File: src/rtl/status_pkg.sv
package status_pkg;
  typedef enum logic [1:0] {VW_MACH, VW_SUP, VW_USR} view_e;
  typedef enum logic [1:0] {OP_WR, OP_SET, OP_CLR} op_e;

  localparam int IE_W   = 4;   // interrupt-enable bits at the bottom of the word
  localparam int MPP_LO = 11;  // previous-privilege field, 2 bits
  localparam int UXL_LO = 32;  // user XLEN code, 2 bits
  localparam int SXL_LO = 34;  // supervisor XLEN code, 2 bits
  localparam int XL_W   = 2;

  function automatic view_e decode_view(input logic [1:0] code);
    case (code)
      2'b00:   return VW_MACH;
      2'b01:   return VW_SUP;
      default: return VW_USR;
    endcase
  endfunction

  function automatic op_e decode_op(input logic [1:0] code);
    case (code)
      2'b00:   return OP_WR;
      2'b01:   return OP_SET;
      default: return OP_CLR;
    endcase
  endfunction

  function automatic logic [1:0] xl_code(input logic is64);
    return is64 ? 2'b10 : 2'b01;
  endfunction
endpackage

File: src/rtl/status_path_xlat.sv
// Maps an access operand onto the 64-bit storage layout and reports
// which storage bits the chosen access width can reach.
module status_path_xlat #(
  parameter int DW = 64,
  parameter int NW = 32
) (
  input  logic          wide,
  input  logic [DW-1:0] wdata,
  output logic [DW-1:0] op_val,
  output logic [DW-1:0] reach
);
  localparam int LOW_W = NW - 2;
  localparam int GAP_W = DW - NW;
  localparam logic [DW-1:0] NARROW_REACH = {2'b11, {GAP_W{1'b0}}, {LOW_W{1'b1}}};

  always_comb begin
    if (wide) begin
      op_val = wdata;
      reach  = '1;
    end else begin
      op_val = {wdata[NW-1 -: 2], {GAP_W{1'b0}}, wdata[LOW_W-1:0]};
      reach  = NARROW_REACH;
    end
  end
endmodule

File: src/rtl/status_update.sv
// Next-state computation: masked overwrite / set / clear, then
// legalization of the previous-privilege and XLEN fields.
module status_update import status_pkg::*; #(
  parameter int DW = 64
) (
  input  logic [DW-1:0] cur,
  input  logic [DW-1:0] op_val,
  input  logic [DW-1:0] eff_mask,
  input  op_e           op,
  input  logic          cap_user,
  input  logic          cap_super,
  output logic [DW-1:0] nxt
);
  logic [DW-1:0] raw;
  logic [1:0]    cap_vec;
  logic [1:0]    mpp_new;
  logic          mpp_bad;

  assign cap_vec = {cap_super, cap_user};

  always_comb begin
    case (op)
      OP_WR:   raw = (cur & ~eff_mask) | (op_val & eff_mask);
      OP_SET:  raw = cur | (op_val & eff_mask);
      default: raw = cur & ~(op_val & eff_mask);
    endcase
  end

  assign mpp_new = raw[MPP_LO +: 2];
  assign mpp_bad = ((mpp_new == 2'b00) && !cap_user) ||
                   ((mpp_new == 2'b01) && !cap_super);

  always_comb begin
    nxt = raw;
    if (mpp_bad) nxt[MPP_LO +: 2] = cur[MPP_LO +: 2];
    for (int i = 0; i < 2; i++) begin
      if (!cap_vec[i]) nxt[UXL_LO + i*XL_W +: XL_W] = '0;
    end
  end
endmodule

File: src/rtl/status_read_view.sv
// Combinational read port: view mask, then optional 32-bit compression.
module status_read_view import status_pkg::*; #(
  parameter int            DW      = 64,
  parameter int            NW      = 32,
  parameter logic [DW-1:0] M_RMASK = '1,
  parameter logic [DW-1:0] S_RMASK = '1,
  parameter logic [DW-1:0] U_RMASK = '1
) (
  input  logic [DW-1:0] st,
  input  logic [1:0]    view,
  input  logic          wide,
  output logic [DW-1:0] data
);
  localparam int LOW_W = NW - 2;
  logic [DW-1:0] filt;
  logic [DW-1:0] rmask;

  always_comb begin
    case (decode_view(view))
      VW_MACH: rmask = M_RMASK;
      VW_SUP:  rmask = S_RMASK;
      default: rmask = U_RMASK;
    endcase
  end

  assign filt = st & rmask;

  always_comb begin
    if (wide) data = filt;
    else      data = {{(DW-NW){1'b0}}, filt[DW-1 -: 2], filt[LOW_W-1:0]};
  end
endmodule

File: src/rtl/status_csr.sv
module status_csr import status_pkg::*; #(
  parameter int            DW      = 64,
  parameter int            NW      = 32,
  parameter logic [DW-1:0] M_RMASK = 64'hC000_000F_3FFF_FFFF,
  parameter logic [DW-1:0] M_WMASK = 64'hC000_000F_3FFF_FFFF,
  parameter logic [DW-1:0] S_RMASK = 64'h8000_0003_0000_0133,
  parameter logic [DW-1:0] S_WMASK = 64'h8000_0000_0000_0133,
  parameter logic [DW-1:0] U_RMASK = 64'h8000_0003_0000_0011,
  parameter logic [DW-1:0] U_WMASK = 64'h0000_0000_0000_0011
) (
  input  logic          clk,
  input  logic          rst,
  input  logic          cap_user,
  input  logic          cap_super,
  input  logic          xlen64,
  input  logic          acc_valid,
  input  logic [1:0]    acc_view,
  input  logic [1:0]    acc_op,
  input  logic          acc_wide,
  input  logic [DW-1:0] acc_wdata,
  input  logic [1:0]    rd_view,
  input  logic          rd_wide,
  output logic [DW-1:0] rd_data,
  output logic          irq_recheck
);
  logic [DW-1:0] st_q;
  logic [DW-1:0] op_val, reach, wmask, nxt, rst_val;
  logic          irq_q;

  status_path_xlat #(.DW(DW), .NW(NW)) xlat_i (
    .wide   (acc_wide),
    .wdata  (acc_wdata),
    .op_val (op_val),
    .reach  (reach)
  );

  always_comb begin
    case (decode_view(acc_view))
      VW_MACH: wmask = M_WMASK;
      VW_SUP:  wmask = S_WMASK;
      default: wmask = U_WMASK;
    endcase
  end

  status_update #(.DW(DW)) upd_i (
    .cur       (st_q),
    .op_val    (op_val),
    .eff_mask  (wmask & reach),
    .op        (decode_op(acc_op)),
    .cap_user  (cap_user),
    .cap_super (cap_super),
    .nxt       (nxt)
  );

  status_read_view #(
    .DW(DW), .NW(NW),
    .M_RMASK(M_RMASK), .S_RMASK(S_RMASK), .U_RMASK(U_RMASK)
  ) rd_i (
    .st   (st_q),
    .view (rd_view),
    .wide (rd_wide),
    .data (rd_data)
  );

  always_comb begin
    rst_val = '0;
    rst_val[MPP_LO +: 2] = 2'b11;
    if (cap_user)  rst_val[UXL_LO +: XL_W] = xl_code(xlen64);
    if (cap_super) rst_val[SXL_LO +: XL_W] = xl_code(xlen64);
  end

  always_ff @(posedge clk) begin
    if (rst) begin
      st_q  <= rst_val;
      irq_q <= 1'b0;
    end else begin
      irq_q <= acc_valid && (|nxt[IE_W-1:0]);
      if (acc_valid) st_q <= nxt;
    end
  end

  assign irq_recheck = irq_q;
endmodule

File: config.mk
export PLATFORM = sky130hd
export DESIGN_NAME = status_csr
export DESIGN_NICKNAME = d
export VERILOG_FILES = /design/src/rtl/status_pkg.sv /design/src/rtl/status_path_xlat.sv /design/src/rtl/status_update.sv /design/src/rtl/status_read_view.sv /design/src/rtl/status_csr.sv
export SDC_FILE = /design/constraint.sdc
export NUM_CORES = 1
export LEC_CHECK = 0
export ABC_AREA = 1
export ABC_CLOCK_PERIOD_IN_PS = 1650
export BUFFER_PORTS_ARGS = -buffer_cell sky130_fd_sc_hd__buf_2
export CAP_MARGIN = 20
export CORE_UTILIZATION = 36
export CTS_BUF_LIST = sky130_fd_sc_hd__clkbuf_4
export DETAILED_ROUTE_END_ITERATION = 6
export PLACE_DENSITY = 0.67
export SKIP_CTS_REPAIR_TIMING = 1
export SYNTH_ARGS = -nofsm -noshare
export SYNTH_HDL_FRONTEND = slang
export SYNTH_SLANG_ARGS = --single-unit
export TNS_END_PERCENT = 30
File: constraint.sdc
create_clock -name clk -period 1.65 [get_ports clk]
set_input_delay 0.165 -clock clk [delete_from_list [all_inputs] [get_ports clk]]
set_output_delay 0.165 -clock clk [all_outputs]
set_load 0.05 [all_outputs]
==> metrics.cfg <==
[critical_path]
critPathArrivalTime_ps=1350
critPathSlowestCell=or2_2
start_kind=input pin
max_stage_delay_ps=540
cp_cell_sequence=buf_2 -> or2_2 -> nor2_1 -> buf_2
crit_top_cell=buf_2
required_ps=1480
crit_type=in2out
endpoint_kind=output port
crit_fanout=29

[global_route]
grt.met1_usage_pct=22.93
track_usage_pct=17.67
grt_pass1_vias=2309
grt_pass1_wl_um=10510
gr-usage-met3_pct=3.714
use_met2_pct=29.87
grt.busiest_layer=met2
grt_max_degree=30
grt_overflow=0
antenna_found_initial=0

[power_and_ir_drop]
pwr-share-clk_pct=28.6
power_switching_mw=0.7450
power_mw=2.188
power_frac_comb_pct=26.9
peakVddDrop_uv=359.1
p_sw_share_pct=34.05
p_seq_share_pct=44.5
leakagePower_nw=1.393
p_int_mw=1.443
powerDensity_nw_per_um2=751.5

[logic_synthesis]
yosysWarnings=0
synthMuxAreaShare_pct=0
ys_seq_elements=37
synth-xor-area-share_pct=0
avgSynthCellArea_sq_um=6.840
seq_area_frac_synth_pct=30.28
synth_compound_area_share_pct=23.63
synth_cell_types=33
synthAdderAreaFrac_pct=0
synth_top_family_by_area=buffers and inverters
syn_inst=377
synthSimpleGateAreaFrac_pct=19.55
netlist_area_sq_um=2579

[final_layout]
layout-drive-gt1-share_pct=26.61
final_area_sq_um=2912
diodes=0
fill_cells=752
fin_nets=513
area_growth_pct=12.91

[placement]
place_congestion=0.7743
dpl_cell_area_sq_um=2833
detailed_place_hpwl_um=4794
port_buffers=90

[floorplan]
fp-row-count=30
die_x_um=86.64
die_h_um=86.64
core_area_sq_um=6869
dieArea_sq_um=7506
ios=143
initial_utilization_pct=37.54

[hold_path]
holdCritPathClass=in2reg

[clock_network]
cts_tree=built
insertion_delay_ps=330
clock-sinks=37
cts_buffer_depth=2
numCtsBuffers=5
cts.reportedPaths.clkPinSlew_ps=110
htree_num_levels=2
root_buffer=clkbuf_4

[timing]
setup_viol=0
max_freq_mhz=660.0
finalHoldViolCount=0
fin_crit_sh_pct=91.83
finClkSkew_ps=1.617
rsz0062_at_grt=no
slew_viol_final=0
fin_crit_ps=1515
max_slew_margin_pct=58.46
worstMarginPinSlew_ps=623.1

[detailed_routing]
drt_first_pass_iters=4
drc=0
via_per_inst=4.695
drtIter0Drc=110
routed_wl_um=6430
detail_route.wl_per_cell_um=12.09
ant_nets=0
vias=2498

[run_status]
status=complete, no violations

[job]
max_cap_violations=0

==> Yosys cell counts <==
cell	instances	area [sq um]
buf_4	57	427.9
nand2_1	55	206.5
inv_1	46	172.7
nor2_1	38	142.6
dfxtp_1	33	660.6
o21ai_0	31	155.2
o22ai_1	26	162.7
nand3_1	15	75.07
a21boi_0	13	97.59
o211ai_1	10	75.07
clkbuf_1	9	33.78
a21oi_1	8	40.04
buf_2	6	30.03
edfxtp_1	4	120.1
nor3_1	4	20.02
a221oi_1	2	17.52
inv_2	2	7.510
nor2_4	2	22.52
or2_2	2	12.51
a21boi_1	1	7.510
a22oi_1	1	7.510
a31oi_1	1	6.260
a32o_1	1	10.01
buf_1	1	3.750
clkinv_2	1	5.000
conb_1	1	3.750
nand2_4	1	11.26
nor2_2	1	6.260
nor3b_1	1	7.510
o2111ai_1	1	8.760
o21ai_1	1	5.000
o2bb2ai_1	1	8.760
o31ai_1	1	7.510
==> cell type report <==
cell class | instances | area, sq um | area share [%]
timing repair buffer | 99 | 530.5 | 18.22
clock buffer | 6 | 45.04 | 1.547
clock inverter | 2 | 33.78 | 1.160
sequential | 37 | 780.7 | 26.82
tap | 96 | 120.1 | 4.125
inverter | 49 | 185.2 | 6.360
multi-input combinational | 243 | 1216 | 41.77
==> power by group through the flow <==
| stage | clock network (mW) | registers (mW) | logic [mW] |
|---|---|---|---|
| final | 0.626 | 0.973 | 0.589 |
| after global routing | 0.698 | 0.978 | 0.648 |
| after CTS | 0.656 | 0.972 | 0.593 |
| after detailed placement | 0 | 0.993 | 0.591 |
| after global placement | 0 | 0.991 | 0.582 |
| after floorplan | 0 | 0.993 | 0.495 |
==> final timing paths <==
kind,cells after the start,start,to,slack [ps]
max,4,rd_view[1],rd_data[2],130
min,2,acc_wdata[4],st_q[4],90
max reg2reg,4,st_q[32],st_q[32],660
min reg2reg,2,st_q[13],st_q[13],510
==> per-stage QoR <==
stage | std cells | TNS (ps) | setup WS (ps) | hold slack (ps) | util, %
floorplan | 402 | -567.9 | -189.3 | 327.4 | -
global placement | 524 | 0 | 152.3 | 427.8 | 41.24
detailed placement | 524 | 0 | 127.8 | 437.9 | 41.24
CTS | 532 | 0 | 112.3 | 74.84 | 42.39
global route | 532 | 0 | 77.27 | 84.25 | 42.39
finish | 532 | 0 | 134.8 | 93.71 | 42.39
==> critical path, delay by kind of cell <==
kind,cells,cell delay [ps]
AND/OR/NAND/NOR,2,760
buffers and inverters,2,410
==> cells in the final DEF, fill, tap and decap left out, drive strengths merged <==
master and instances:
dfxtp 33, o21ai 32, a31oi 1, conb 26
or2 2, nor2 41, bufinv 1, clkinv 2
o22ai 26, a32o 1, o211ai 10, a21boi 14
nand2 56, nor3 4, a22oi 1, edfxtp 4
a221oi 2, o2bb2ai 1, nor3b 1, o31ai 1
buf 99, inv 48, a21oi 8, o2111ai 1
clkbuf 6, nand3 15
==> kinds of logic (layout without fill, tap and decap cells) <==
family / count (synthesis) / after routing
compound gates: 98 / 98
buf+inv: 122 / 156
flops: 37 / 37
other cells: 1 / 26
simple gates: 119 / 119
==> metal layers <==
| layer | vias up | wire length, um |
|---|---|---|
| met5 | - | 0 |
| met4 | 0 | 31 |
| met3 | 4 | 445 |
| met2 | 96 | 2996 |
| met1 | 1123 | 2957 |
| li1 | 1275 | - |
==> sequential cells by signal, summed over array words and instances (netlist names) <==
register,count
irq_recheck,1
st_q,36
Note: power is estimated with default switching activity, not from simulation.
